--- config.mk ---
export PLATFORM = sky130hd
export DESIGN_NAME = spi_cmd_seq
export DESIGN_NICKNAME = d
export VERILOG_FILES = /design/src/rtl/spi_seq_pkg.sv /design/src/rtl/spi_attr_bank.sv /design/src/rtl/spi_queue_status.sv /design/src/rtl/spi_shift_engine.sv /design/src/rtl/spi_cmd_seq.sv
export SDC_FILE = /design/constraint.sdc
export NUM_CORES = 1
export LEC_CHECK = 0
export ABC_AREA = 0
export BUFFER_PORTS_ARGS = -buffer_cell sky130_fd_sc_hd__buf_2
export CAP_MARGIN = 40
export CORE_AREA = 4 4 228 230
export DETAILED_ROUTE_END_ITERATION = 8
export DIE_AREA = 0 0 232 234
export GPL_TIMING_DRIVEN = 1
export PLACE_DENSITY = 0.63
export SETUP_SLACK_MARGIN = 0.2
export SYNTH_ARGS = -nofsm -noshare
export SYNTH_HDL_FRONTEND = slang
export SYNTH_SLANG_ARGS = --single-unit
--- constraint.sdc ---
create_clock -name clk -period 8.6 [get_ports clk]
set_input_delay 1.72 -clock clk [delete_from_list [all_inputs] [get_ports clk]]
set_output_delay 1.72 -clock clk [all_outputs]
set_load 0.1 [all_outputs]
--- src/rtl/spi_seq_pkg.sv ---
package spi_seq_pkg;

   localparam int CMD_W  = 32;
   localparam int DATA_W = 16;
   localparam int CS_W   = 8;
   localparam int IDX_W  = 3;
   localparam int SIZE_W = 4;
   localparam int DIV_W  = 8;
   localparam int DLY_W  = 8;
   localparam int BITS_W = 5;
   localparam int MIN_BITS = 4;

   typedef enum logic [1:0] {
      ST_IDLE,
      ST_LEAD,
      ST_SHIFT,
      ST_TRAIL
   } seq_state_e;

   // timing profile, MSB first: trail, lead, div, cpha, cpol, size_code
   typedef struct packed {
      logic [DLY_W-1:0]  trail;
      logic [DLY_W-1:0]  lead;
      logic [DIV_W-1:0]  div;
      logic              cpha;
      logic              cpol;
      logic [SIZE_W-1:0] size_code;
   } attr_t;

   localparam int ATTR_W = $bits(attr_t);

   typedef struct packed {
      logic              keep_cs;
      logic [IDX_W-1:0]  idx;
      logic              last_q;
      logic              zero_cnt;
      logic [CS_W-1:0]   sel;
      logic [DATA_W-1:0] data;
   } cmd_t;

   function automatic logic [BITS_W-1:0] frame_bits(input logic [SIZE_W-1:0] code);
      if (code < SIZE_W'(MIN_BITS - 1))
         return BITS_W'(MIN_BITS);
      else
         return BITS_W'(code) + BITS_W'(1);
   endfunction

endpackage

--- src/rtl/spi_attr_bank.sv ---
module spi_attr_bank
   import spi_seq_pkg::*;
#(
   parameter int    NUM_SETS   = 8,
   parameter attr_t RESET_ATTR = '0
) (
   input  logic                      clk,
   input  logic                      rst_n,
   input  logic                      wr_en,
   input  logic [IDX_W-1:0]          wr_sel,
   input  logic [ATTR_W-1:0]         wr_data,
   output attr_t [NUM_SETS-1:0]      sets
);

   if (NUM_SETS < 1) begin : g_chk_sets
      $error("spi_attr_bank: NUM_SETS must be at least 1");
   end

   for (genvar i = 0; i < NUM_SETS; i++) begin : g_set
      always_ff @(posedge clk or negedge rst_n) begin
         if (!rst_n)
            sets[i] <= RESET_ATTR;
         else if (wr_en && (wr_sel == IDX_W'(i)))
            sets[i] <= attr_t'(wr_data);
      end
   end

endmodule

--- src/rtl/spi_queue_status.sv ---
module spi_queue_status
   import spi_seq_pkg::*;
#(
   parameter int CNT_W = 16
) (
   input  logic             clk,
   input  logic             rst_n,
   input  logic             frame_done,
   input  logic             cnt_clr,
   input  logic             eoq_set,
   input  logic             eoq_clr,
   output logic             eoq_flag,
   output logic [CNT_W-1:0] frame_cnt
);

   if (CNT_W < 2) begin : g_chk_cnt
      $error("spi_queue_status: CNT_W must be at least 2");
   end

   always_ff @(posedge clk or negedge rst_n) begin
      if (!rst_n)
         frame_cnt <= '0;
      else if (cnt_clr)
         frame_cnt <= '0;
      else if (frame_done)
         frame_cnt <= frame_cnt + CNT_W'(1);
   end

   always_ff @(posedge clk or negedge rst_n) begin
      if (!rst_n)
         eoq_flag <= 1'b0;
      else if (eoq_set)
         eoq_flag <= 1'b1;
      else if (eoq_clr)
         eoq_flag <= 1'b0;
   end

   a_r9_count_step: assert property (@(posedge clk) disable iff (!rst_n)
      (frame_done && !cnt_clr) |=> (frame_cnt == $past(frame_cnt) + CNT_W'(1)));

   a_r10_zero_on_clear: assert property (@(posedge clk) disable iff (!rst_n)
      cnt_clr |=> (frame_cnt == '0));

   a_r8_flag_set: assert property (@(posedge clk) disable iff (!rst_n)
      eoq_set |=> eoq_flag);

   a_r8_flag_sticky: assert property (@(posedge clk) disable iff (!rst_n)
      (eoq_flag && !eoq_clr) |=> eoq_flag);

endmodule

--- src/rtl/spi_shift_engine.sv ---
module spi_shift_engine
   import spi_seq_pkg::*;
#(
   parameter int NUM_SETS = 8
) (
   input  logic                  clk,
   input  logic                  rst_n,
   input  logic                  master_mode,
   input  logic                  cmd_valid,
   output logic                  cmd_ready,
   input  logic [CMD_W-1:0]      cmd_word,
   input  attr_t [NUM_SETS-1:0]  sets,
   output logic                  sclk,
   output logic                  mosi,
   input  logic                  miso,
   output logic [CS_W-1:0]       cs_n,
   output logic [DATA_W-1:0]     rx_data,
   output logic                  rx_valid,
   output logic                  frame_done,
   output logic                  eoq_hit,
   output logic                  cnt_clr
);

   localparam int TMR_W  = (DIV_W > DLY_W) ? DIV_W : DLY_W;
   localparam int EDGE_W = BITS_W + 1;

   seq_state_e          state;
   logic [TMR_W-1:0]    hcnt;
   logic [EDGE_W-1:0]   ecnt;
   logic [BITS_W-1:0]   nbits;
   logic [DATA_W:0]     sh;
   logic [DATA_W-1:0]   rxsh;
   logic                cur_keep, cur_last, cur_cpol, cur_cpha;
   logic [CS_W-1:0]     cur_sel;
   logic [DIV_W-1:0]    cur_div;
   logic [DLY_W-1:0]    cur_lead, cur_trail;
   cmd_t                pend;
   logic                pend_vld;

   // field decode of the incoming word; per-frame controls gated by mode
   cmd_t                in_cmd;
   logic [1:0]          rsvd_unused;
   assign rsvd_unused     = cmd_word[25:24];
   assign in_cmd.keep_cs  = master_mode & cmd_word[31];
   assign in_cmd.idx      = master_mode ? cmd_word[30:28] : '0;
   assign in_cmd.last_q   = master_mode & cmd_word[27];
   assign in_cmd.zero_cnt = master_mode & cmd_word[26];
   assign in_cmd.sel      = cmd_word[23:16];
   assign in_cmd.data     = cmd_word[15:0];

   logic edge_now, last_edge, trail_done, samp;
   logic load_pend, load_new, do_load;
   cmd_t ld_cmd;
   attr_t ld_attr;
   logic [BITS_W-1:0] ld_bits;
   logic [DATA_W-1:0] aligned;

   assign edge_now   = (state == ST_SHIFT) && (hcnt == TMR_W'(cur_div));
   assign last_edge  = edge_now && (ecnt == ({nbits, 1'b0} - EDGE_W'(1)));
   assign trail_done = (state == ST_TRAIL) && (hcnt == TMR_W'(cur_trail));
   assign samp       = (~ecnt[0]) ^ cur_cpha;

   assign cmd_ready  = !pend_vld && ((state == ST_IDLE) || last_edge);

   assign load_pend  = pend_vld && ((state == ST_IDLE) || (trail_done && cur_keep));
   assign load_new   = (state == ST_IDLE) && !pend_vld && cmd_valid;
   assign do_load    = load_pend || load_new;
   assign ld_cmd     = load_pend ? pend : in_cmd;
   assign ld_attr    = sets[ld_cmd.idx];
   assign ld_bits    = frame_bits(ld_attr.size_code);
   assign aligned    = ld_cmd.data << (BITS_W'(DATA_W) - ld_bits);

   assign cnt_clr    = do_load && ld_cmd.zero_cnt;
   assign frame_done = last_edge;
   assign eoq_hit    = last_edge && cur_last;

   assign mosi = sh[DATA_W];
   assign cs_n = (state == ST_IDLE) ? '1 : ~cur_sel;

   always_ff @(posedge clk or negedge rst_n) begin
      if (!rst_n) begin
         state     <= ST_IDLE;
         hcnt      <= '0;
         ecnt      <= '0;
         nbits     <= BITS_W'(MIN_BITS);
         sh        <= '0;
         rxsh      <= '0;
         sclk      <= 1'b0;
         cur_keep  <= 1'b0;
         cur_last  <= 1'b0;
         cur_cpol  <= 1'b0;
         cur_cpha  <= 1'b0;
         cur_sel   <= '0;
         cur_div   <= '0;
         cur_lead  <= '0;
         cur_trail <= '0;
         pend      <= '0;
         pend_vld  <= 1'b0;
         rx_data   <= '0;
         rx_valid  <= 1'b0;
      end else begin
         rx_valid <= 1'b0;
         if (do_load) begin
            state     <= ST_LEAD;
            hcnt      <= '0;
            ecnt      <= '0;
            nbits     <= ld_bits;
            sh        <= ld_attr.cpha ? {1'b0, aligned} : {aligned, 1'b0};
            rxsh      <= '0;
            sclk      <= ld_attr.cpol;
            cur_keep  <= ld_cmd.keep_cs;
            cur_last  <= ld_cmd.last_q;
            cur_sel   <= ld_cmd.sel;
            cur_cpol  <= ld_attr.cpol;
            cur_cpha  <= ld_attr.cpha;
            cur_div   <= ld_attr.div;
            cur_lead  <= ld_attr.lead;
            cur_trail <= ld_attr.trail;
            if (load_pend)
               pend_vld <= 1'b0;
         end else begin
            unique case (state)
               ST_LEAD: begin
                  if (hcnt == TMR_W'(cur_lead)) begin
                     state <= ST_SHIFT;
                     hcnt  <= '0;
                  end else begin
                     hcnt <= hcnt + TMR_W'(1);
                  end
               end
               ST_SHIFT: begin
                  if (edge_now) begin
                     hcnt <= '0;
                     sclk <= ~sclk;
                     ecnt <= ecnt + EDGE_W'(1);
                     if (samp)
                        rxsh <= {rxsh[DATA_W-2:0], miso};
                     else
                        sh <= {sh[DATA_W-1:0], 1'b0};
                     if (last_edge) begin
                        state    <= ST_TRAIL;
                        rx_valid <= 1'b1;
                        rx_data  <= samp ? {rxsh[DATA_W-2:0], miso} : rxsh;
                     end
                  end else begin
                     hcnt <= hcnt + TMR_W'(1);
                  end
               end
               ST_TRAIL: begin
                  if (trail_done) begin
                     state <= ST_IDLE;
                     hcnt  <= '0;
                  end else begin
                     hcnt <= hcnt + TMR_W'(1);
                  end
               end
               default: ;
            endcase
            if (last_edge && cmd_valid) begin
               pend     <= in_cmd;
               pend_vld <= 1'b1;
            end
         end
      end
   end

   a_r3_sclk_rest: assert property (@(posedge clk) disable iff (!rst_n)
      (state != ST_SHIFT) |-> (sclk == cur_cpol));

   a_r2_edge_bound: assert property (@(posedge clk) disable iff (!rst_n)
      (state == ST_SHIFT) |-> (ecnt < {nbits, 1'b0}));

   a_r2_rx_pulse: assert property (@(posedge clk) disable iff (!rst_n)
      rx_valid |=> !rx_valid);

   a_r12_accept_starts: assert property (@(posedge clk) disable iff (!rst_n)
      (cmd_valid && cmd_ready && (state == ST_IDLE)) |=> (state == ST_LEAD));

   a_r12_busy_in_lead: assert property (@(posedge clk) disable iff (!rst_n)
      (state == ST_LEAD) |-> !cmd_ready);

endmodule

--- src/rtl/spi_cmd_seq.sv ---
module spi_cmd_seq
   import spi_seq_pkg::*;
#(
   parameter int NUM_SETS = 8,
   parameter int CNT_W    = 16
) (
   input  logic              clk,
   input  logic              rst_n,
   input  logic              master_mode,
   input  logic              cfg_we,
   input  logic [IDX_W-1:0]  cfg_sel,
   input  logic [ATTR_W-1:0] cfg_data,
   input  logic              cmd_valid,
   output logic              cmd_ready,
   input  logic [CMD_W-1:0]  cmd_word,
   output logic              sclk,
   output logic              mosi,
   input  logic              miso,
   output logic [CS_W-1:0]   cs_n,
   output logic [DATA_W-1:0] rx_data,
   output logic              rx_valid,
   output logic              eoq_flag,
   input  logic              eoq_clr,
   output logic [CNT_W-1:0]  frame_cnt
);

   if (NUM_SETS != (1 << IDX_W)) begin : g_chk_sets
      $error("spi_cmd_seq: NUM_SETS must match the index field width");
   end
   if (DATA_W + CS_W + 8 != CMD_W) begin : g_chk_word
      $error("spi_cmd_seq: command word layout does not fit CMD_W");
   end

   attr_t [NUM_SETS-1:0] sets;
   logic frame_done, eoq_hit, cnt_clr;

   spi_attr_bank #(.NUM_SETS(NUM_SETS)) u_bank (
      .clk     (clk),
      .rst_n   (rst_n),
      .wr_en   (cfg_we),
      .wr_sel  (cfg_sel),
      .wr_data (cfg_data),
      .sets    (sets)
   );

   spi_shift_engine #(.NUM_SETS(NUM_SETS)) u_eng (
      .clk         (clk),
      .rst_n       (rst_n),
      .master_mode (master_mode),
      .cmd_valid   (cmd_valid),
      .cmd_ready   (cmd_ready),
      .cmd_word    (cmd_word),
      .sets        (sets),
      .sclk        (sclk),
      .mosi        (mosi),
      .miso        (miso),
      .cs_n        (cs_n),
      .rx_data     (rx_data),
      .rx_valid    (rx_valid),
      .frame_done  (frame_done),
      .eoq_hit     (eoq_hit),
      .cnt_clr     (cnt_clr)
   );

   spi_queue_status #(.CNT_W(CNT_W)) u_stat (
      .clk        (clk),
      .rst_n      (rst_n),
      .frame_done (frame_done),
      .cnt_clr    (cnt_clr),
      .eoq_set    (eoq_hit),
      .eoq_clr    (eoq_clr),
      .eoq_flag   (eoq_flag),
      .frame_cnt  (frame_cnt)
   );

endmodule

Yosys cells after proc, flatten, opt, wreduce, memory -nomap -nowiden

Cells that the tools add are included.

Flip-flop bits (word level): 395
Input port bits: 72

Multiplexer cells: 43
Shift-type cells: 1
Bitwise gates (word level): 8
Order comparisons: 2
Equal/unequal tests: 20
Reduce and logical (&&, ||, !) cells: 37
Add/subtract/negate cells: 6

Operators by type and width:

| operator                                            | number |
|---|---|
| 2-to-1 mux 16 bit                                   | 6 |
| binary-select mux 30 bit (select 3 bit)             | 1 |
| 2-to-1 mux 17 bit                                   | 5 |
| 2-to-1 mux 30 bit                                   | 2 |
| 2-to-1 mux 8 bit                                    | 5 |
| equality test 8 bit                                 | 3 |
| case mux 8 bit (3 select lines)                     | 1 |
| logical AND 1 bit                                   | 19 |
| 2-to-1 mux 6 bit                                    | 3 |
| adder 16 x 1 -> 16 bit, second input constant       | 1 |
| << shifter 16 x 5 -> 16 bit                         | 1 |
| equality test 3 bit, second input constant          | 4 |
| 2-to-1 mux 1 bit                                    | 12 |
| != test 3 x 1 -> 1 bit, second input constant       | 4 |
| 2-to-1 mux 2 bit                                    | 5 |
| nonzero test 2 bit                                  | 5 |
| adder 8 x 1 -> 8 bit, second input constant         | 1 |
| inverter 8 bit                                      | 1 |
| adder 6 x 1 -> 6 bit, second input constant         | 1 |
| equality test 3 x 2 -> 1 bit, second input constant | 2 |
| equality test 6 bit                                 | 1 |
| case mux 2 bit (3 select lines)                     | 1 |
| AND reduction 2 bit                                 | 3 |
| subtractor 6 x 1 -> 6 bit, second input constant    | 1 |
| 22 further kinds                                    | 29 |

Longest topological paths before layout

Depth after elaboration: 14
Mapped depth: 26

Hierarchy

A second synthesis with hierarchy kept.

Cell total of the unflattened synthesis: 1852
Area, all modules: 19693.9 um^2

By module, submodules not included:

| module           | cells an instance | seq. area each (um^2) | instances | area an instance (um^2) |
|---|---|---|---|---|
| spi_shift_engine | 1260              | 3454.6                | 1         | 9830.7 |
| spi_attr_bank    | 512               | 6005.8                | 1         | 9023.7 |
| spi_queue_status | 80                | 425.4                 | 1         | 839.6 |

Worst setup path before layout

Ideal clock, no wire load.

Path type: input -> register
Start: input master_mode
End: register u_eng.sh[11]
Library setup time: 139 ps
Buffers on the path: 5
Stages on the path: 24
Setup slack: 1939 ps
Arrival time: 6523 ps
Cells stage by stage: clkbuf_1 and2_1 mux2_2 a211oi_2 and3_1 buf_6 nand2_1 a32o_1 or3_4 inv_4 ha_1 a221oi_4 nor2_8 buf_2 inv_1 ha_1 clkbuf_1 inv_1 clkbuf_1 o221ai_1 a221oi_1 mux2_2 nor3_1 or4b_1

Cells in the longest elaborated chain, start to end: 10
Elaborated cells between the ends (all ways): 11

RTL lines:

| item                                                                       | RTL line                             | RTL |
|---|---|---|
| start, declared                                                            | spi_cmd_seq.sv:9                     | `input logic master_mode,` |
| 2-to-1 mux 3 bit *                                                         | spi_shift_engine.sv:45               | `assign in_cmd.idx = master_mode ? cmd_word[30:28] : '0;` |
| 2-to-1 mux 30 bit *                                                        | spi_shift_engine.sv:68               | `assign ld_cmd = load_pend ? pend : in_cmd;` |
| binary-select mux 30 bit (select 3 bit) *                                  | spi_shift_engine.sv:69               | `assign ld_attr = sets[ld_cmd.idx];` |
| 2-to-1 mux 30 bit (implied by the code) *                                  | spi_shift_engine.sv:69               |  |
| adder 4 x 1 -> 5 bit / < comparator 4 x 2 -> 1 bit (equally long branches) | spi_seq_pkg.sv:45, spi_seq_pkg.sv:42 |  |
| 2-to-1 mux 5 bit                                                           | spi_seq_pkg.sv:42                    | `if (code < SIZE_W'(MIN_BITS - 1))` |
| subtractor 5 bit                                                           | spi_shift_engine.sv:71               | `assign aligned = ld_cmd.data << (BITS_W'(DATA_W) - ld_bits);` |
| << shifter 16 x 5 -> 16 bit                                                | spi_shift_engine.sv:71               |  |
| 2-to-1 mux 17 bit *                                                        | spi_shift_engine.sv:108              | `sh <= ld_attr.cpha ? {1'b0, aligned} : {aligned, 1'b0};` |
| 2-to-1 mux 17 bit *                                                        | spi_shift_engine.sv:103              | `if (do_load) begin` |
| end signal, assigned                                                       | spi_shift_engine.sv:108              |  |
| end signal, assigned                                                       | spi_shift_engine.sv:139              | `sh <= {sh[DATA_W-1:0], 1'b0};` |
| end, declared                                                              | spi_shift_engine.sv:31               | `logic [DATA_W:0] sh;` |

Mark *: on every way between the ends. The rest lies on a longest branch, timed or not. The select of a mux whose other input is x is not followed.
A chain may end at the register's enable or synchronous reset.

Worst setup path in the final report

Same ends and word-level chain as after synthesis.

==> flow_metrics.py <==
metrics = {
    "flow_run": {
        "drv_cap": 0,
    },
    "pwr": {
        "powerDensity_nw_per_um2": 230,
        "max-vdd-ir-drop_v": 0.000171,
        "leakage_nw": 10.2,
    },
    "worst_setup_path": {
        "cp_max_fo": 24,
        "critPathKind": "input pin to register",
        "end_kind": "register",
        "crit_chain": "buf_2 > and2_1 > mux2_2 > a211oi_2 > nand3_2 > mux2i_1 > a32o_1 > or3_4 > inv_4 > ha_1 > a221oi_4 > nor2_8 > inv_1 > ha_1 > inv_1 > nor2_1 > a22oi_1 > o21ai_0 > a21oi_1 > a211oi_1 > o21ai_1 > or4b_1",
        "r2r_slack_ns": 2.26,
        "critPathSlowestCell": "or3_4",
        "crit_path_start_kind": "input pin",
        "arrival_ns": 7.25,
        "cp.required_ns": 9.05,
        "critical-path-max-stage-delay_ns": 0.46,
        "reg2reg_from": "u_eng.hcnt[1]",
        "rr_worst_depth": 22,
        "rr_endpoint": "u_eng.sh[11]",
    },
    "min_path": {
        "whs_endpoint": "u_eng.pend[4]",
        "hold_path.class": "register to register",
        "hold_start": "u_eng.pend[4]",
        "whs_path_depth": 2,
    },
    "grt": {
        "busiest_layer": "met2",
        "grt_overflow": 0,
        "grt_use_met2_pct": 30.0,
        "antenna_found_initial": 6,
        "grtUsageMet3_pct": 2.93,
        "use_met1_pct": 25.5,
        "grt_use_total_pct": 18.3,
        "grt_pass1_vias": 14707,
        "grt_pass1_wl_mm": 80.6,
        "grt_max_degree": 166,
    },
    "synth": {
        "ys_ff_latch": 395,
        "syn_area_um2": 19900,
        "synth_top_cell_area_share_pct": 49.6,
        "synth.distinct_cells": 87,
        "synth_edf_count": 0,
        "syn_area_per_cell_um2": 10.4,
        "async_flop_share_pct": 100,
        "ys_seq_area_share_pct": 49.7,
        "synth_top_area_cell": "dfrtp_1",
        "synth_top_flop_cell": "dfrtp_1",
        "syn-num-nets": 1995,
        "synth_warnings": 0,
        "yosys-top-cells-area": "dfrtp_1, mux2_2, nand2_1",
        "syn_inst": 1917,
    },
    "sta": {
        "max_slew_margin_pct": 37.9,
        "min_period_ns": 6.80,
        "post-route-period-util_pct": 79.1,
        "setup_viol": 0,
        "drv_slew": 0,
        "timing_hold_violations_final": 0,
        "rsz0062_at_grt": "false",
        "final.setup.tns_ns": 0,
        "max_freq_mhz": 147,
        "fin_skew_ns": 0.0245,
        "worstMarginPinSlew_ns": 0.932,
    },
    "finish": {
        "instances_no_fill": 2695,
        "area_delta_synth_final_pct": 13.6,
        "drive_above_1_share_pct": 25.7,
        "final_nets": 2069,
    },
    "detailed_routing": {
        "drt-initial-drc-count": 1115,
        "drc_errors": 0,
        "wl_per_cell_um": 18.5,
        "viasPerCell": 5.46,
        "first_pass_iters": 5,
        "ant_nets": 0,
        "vias": 14704,
        "drt_wl_total_mm": 49.9,
    },
    "floorplanning": {
        "die_w_um": 232,
        "fp.dieH_um": 234,
        "initial_utilization_pct": 39.9,
        "fp-row-count": 82,
        "core_um2": 49900,
        "ios": 117,
        "dieArea_um2": 54300,
    },
    "cts": {
        "cts_tree": "built",
        "htree_levels": 2,
        "hold_buffers": 0,
        "clk_latency_ns": 0.58,
        "post_cts_resized": 0,
        "clock_path_buffers": 3,
        "cts-root-buf": "clkbuf_16",
        "cts_setup_buffers": 0,
        "clock-sinks": 395,
        "cts_buffers": 44,
        "clk_pin_slew_worst_paths_ns": 0.06,
    },
    "placed_design": {
        "place_congestion": 0.867,
        "hpwl_mm": 30.9,
        "place_inst": 2617,
        "io_buffers": 114,
    },
    "outcome": {
        "status": "complete, no violations",
    },
}
-- cells in the final DEF, fill, tap and decap left out, drive strengths merged, types with 5 or more instances in the layout --
cell,instances
ha,6
xnor2,30
o211ai,5
nor3b,7
a211oi,5
and2,7
nand4,14
a32oi,6
nand2b,6
mux2,250
o221ai,6
and3,38
nand3,77
dfrtp,394
a221oi,5
nand2,460
a31oi,30
o32ai,5
nor2,60
nor3,21
clkbuf,67
or4,5
a311oi,26
mux4,6
mux2i,80
xor2,23
buf,149
a32o,5
or3,8
o21ai,92
a21oi,57
inv,23
-- logic make-up (layout without fill, tap and decap cells) --
| group | after synthesis | after routing | synth area share [%] |
|---|---|---|---|
| xor gates and xnor gates | 53 | 53 | 2.69 |
| other | 0 | 3 | 0 |
| adders and majority gates | 6 | 6 | 0.378 |
| DFF | 395 | 395 | 49.7 |
| and+or+nand+nor | 720 | 720 | 16.2 |
| AOI/OAI and AO/OA | 265 | 265 | 8.90 |
| muxes | 336 | 336 | 19.0 |
| buffers and inverters | 142 | 245 | 3.17 |
-- synthesized netlist by cell type (4+ instances only) --
cell and n:
nand2b_1 6, nand3_1 75, nor2_1 58, nor3b_1 6, a311oi_1 26, a32o_1 5, inv_1 19, nor4_1 4
o21ai_0 88, or4_1 4, buf_2 10, a22oi_1 4, xnor2_1 25, dfrtp_1 394, a21oi_1 56, nor3_1 20
mux2i_1 79, a31oi_1 30, buf_6 9, o31ai_1 4, clkbuf_1 81, xor2_1 23, and3_1 38, nand2_1 459
mux2_2 247, mux4_2 6, and2_1 5, o211ai_1 5, or3_1 7, o221ai_1 6, nand4_1 13, buf_1 19
a32oi_1 4, a221oi_1 4, ha_1 6
-- where the power goes --
group | internal [W] | switching [W] | total, W
Sequential | 0.00212 | 0.000130 | 0.00225
Clock | 0.00112 | 0.000765 | 0.00188
Combinational | 0.000491 | 0.000572 | 0.00106
Total | 0.00372 | 0.00147 | 0.00519
-- per-stage QoR --
step	cell area (um2)	setup WS, ns	util, %	total power (W)	hold slack [ns]
floorplan	19900	1.94	-	0.00304	0.438
global placement	21100	1.35	42.3	0.00329	0.450
detailed placement	21100	1.28	42.4	0.00334	0.455
CTS	22600	1.88	45.2	0.00524	0.468
global route	22600	1.45	45.2	0.00545	0.488
finish	22600	1.80	45.3	0.00519	0.467
-- per-layer routing --
layer | part of all wire, % | vias to the layer above
met5 | 0.056 | -
met4 | 1.8 | 6
met3 | 4.6 | 69
met2 | 47 | 294
met1 | 46 | 7449
li1 | - | 6886
-- worst max path at each step --
stage / from / endpoint / slack (ns)
after detailed placement: master_mode / u_eng.sh[11] / 1.28
after global routing: master_mode / u_eng.sh[11] / 1.45
after CTS: master_mode / u_eng.sh[11] / 1.88
after global placement: master_mode / u_eng.sh[11] / 1.35
after floorplan: master_mode / u_eng.sh[11] / 1.94
final: master_mode / u_eng.sh[11] / 1.80
-- final cells by class --
type	instances	area (um2)
sequential	395	9890
antenna	3	7.51
inverter	21	81.3
fill	4718	27300
multi-input combinational	1380	9430
tap	672	841
timing repair buffer	149	876
clock inverter	8	123
clock buffer	67	1320
-- worst max-delay path, delay by kind of cell --
family                   cells  cell delay [ns]
multiplexers                 2             0.49
buffers and inverters        4             0.91
AO/OA/AOI/OAI                8             1.45
AND/OR/NAND/NOR              6             1.95
adder cells (fa/ha/maj)      2             0.69
-- registers in the layout, indices dropped and copies added (netlist names), 5 cells and up --
signal            flops
u_eng.nbits           5
u_eng.pend           30
u_eng.rxsh           16
u_eng.ecnt            6
u_bank.sets         240
u_eng.hcnt            8
u_eng.rx_data        16
u_stat.frame_cnt     16
u_eng.sh             17
u_eng.cur_trail       8
u_eng.cur_sel         8
u_eng.cur_lead        8
u_eng.cur_div         8
(Power assumes the default switching activity.)
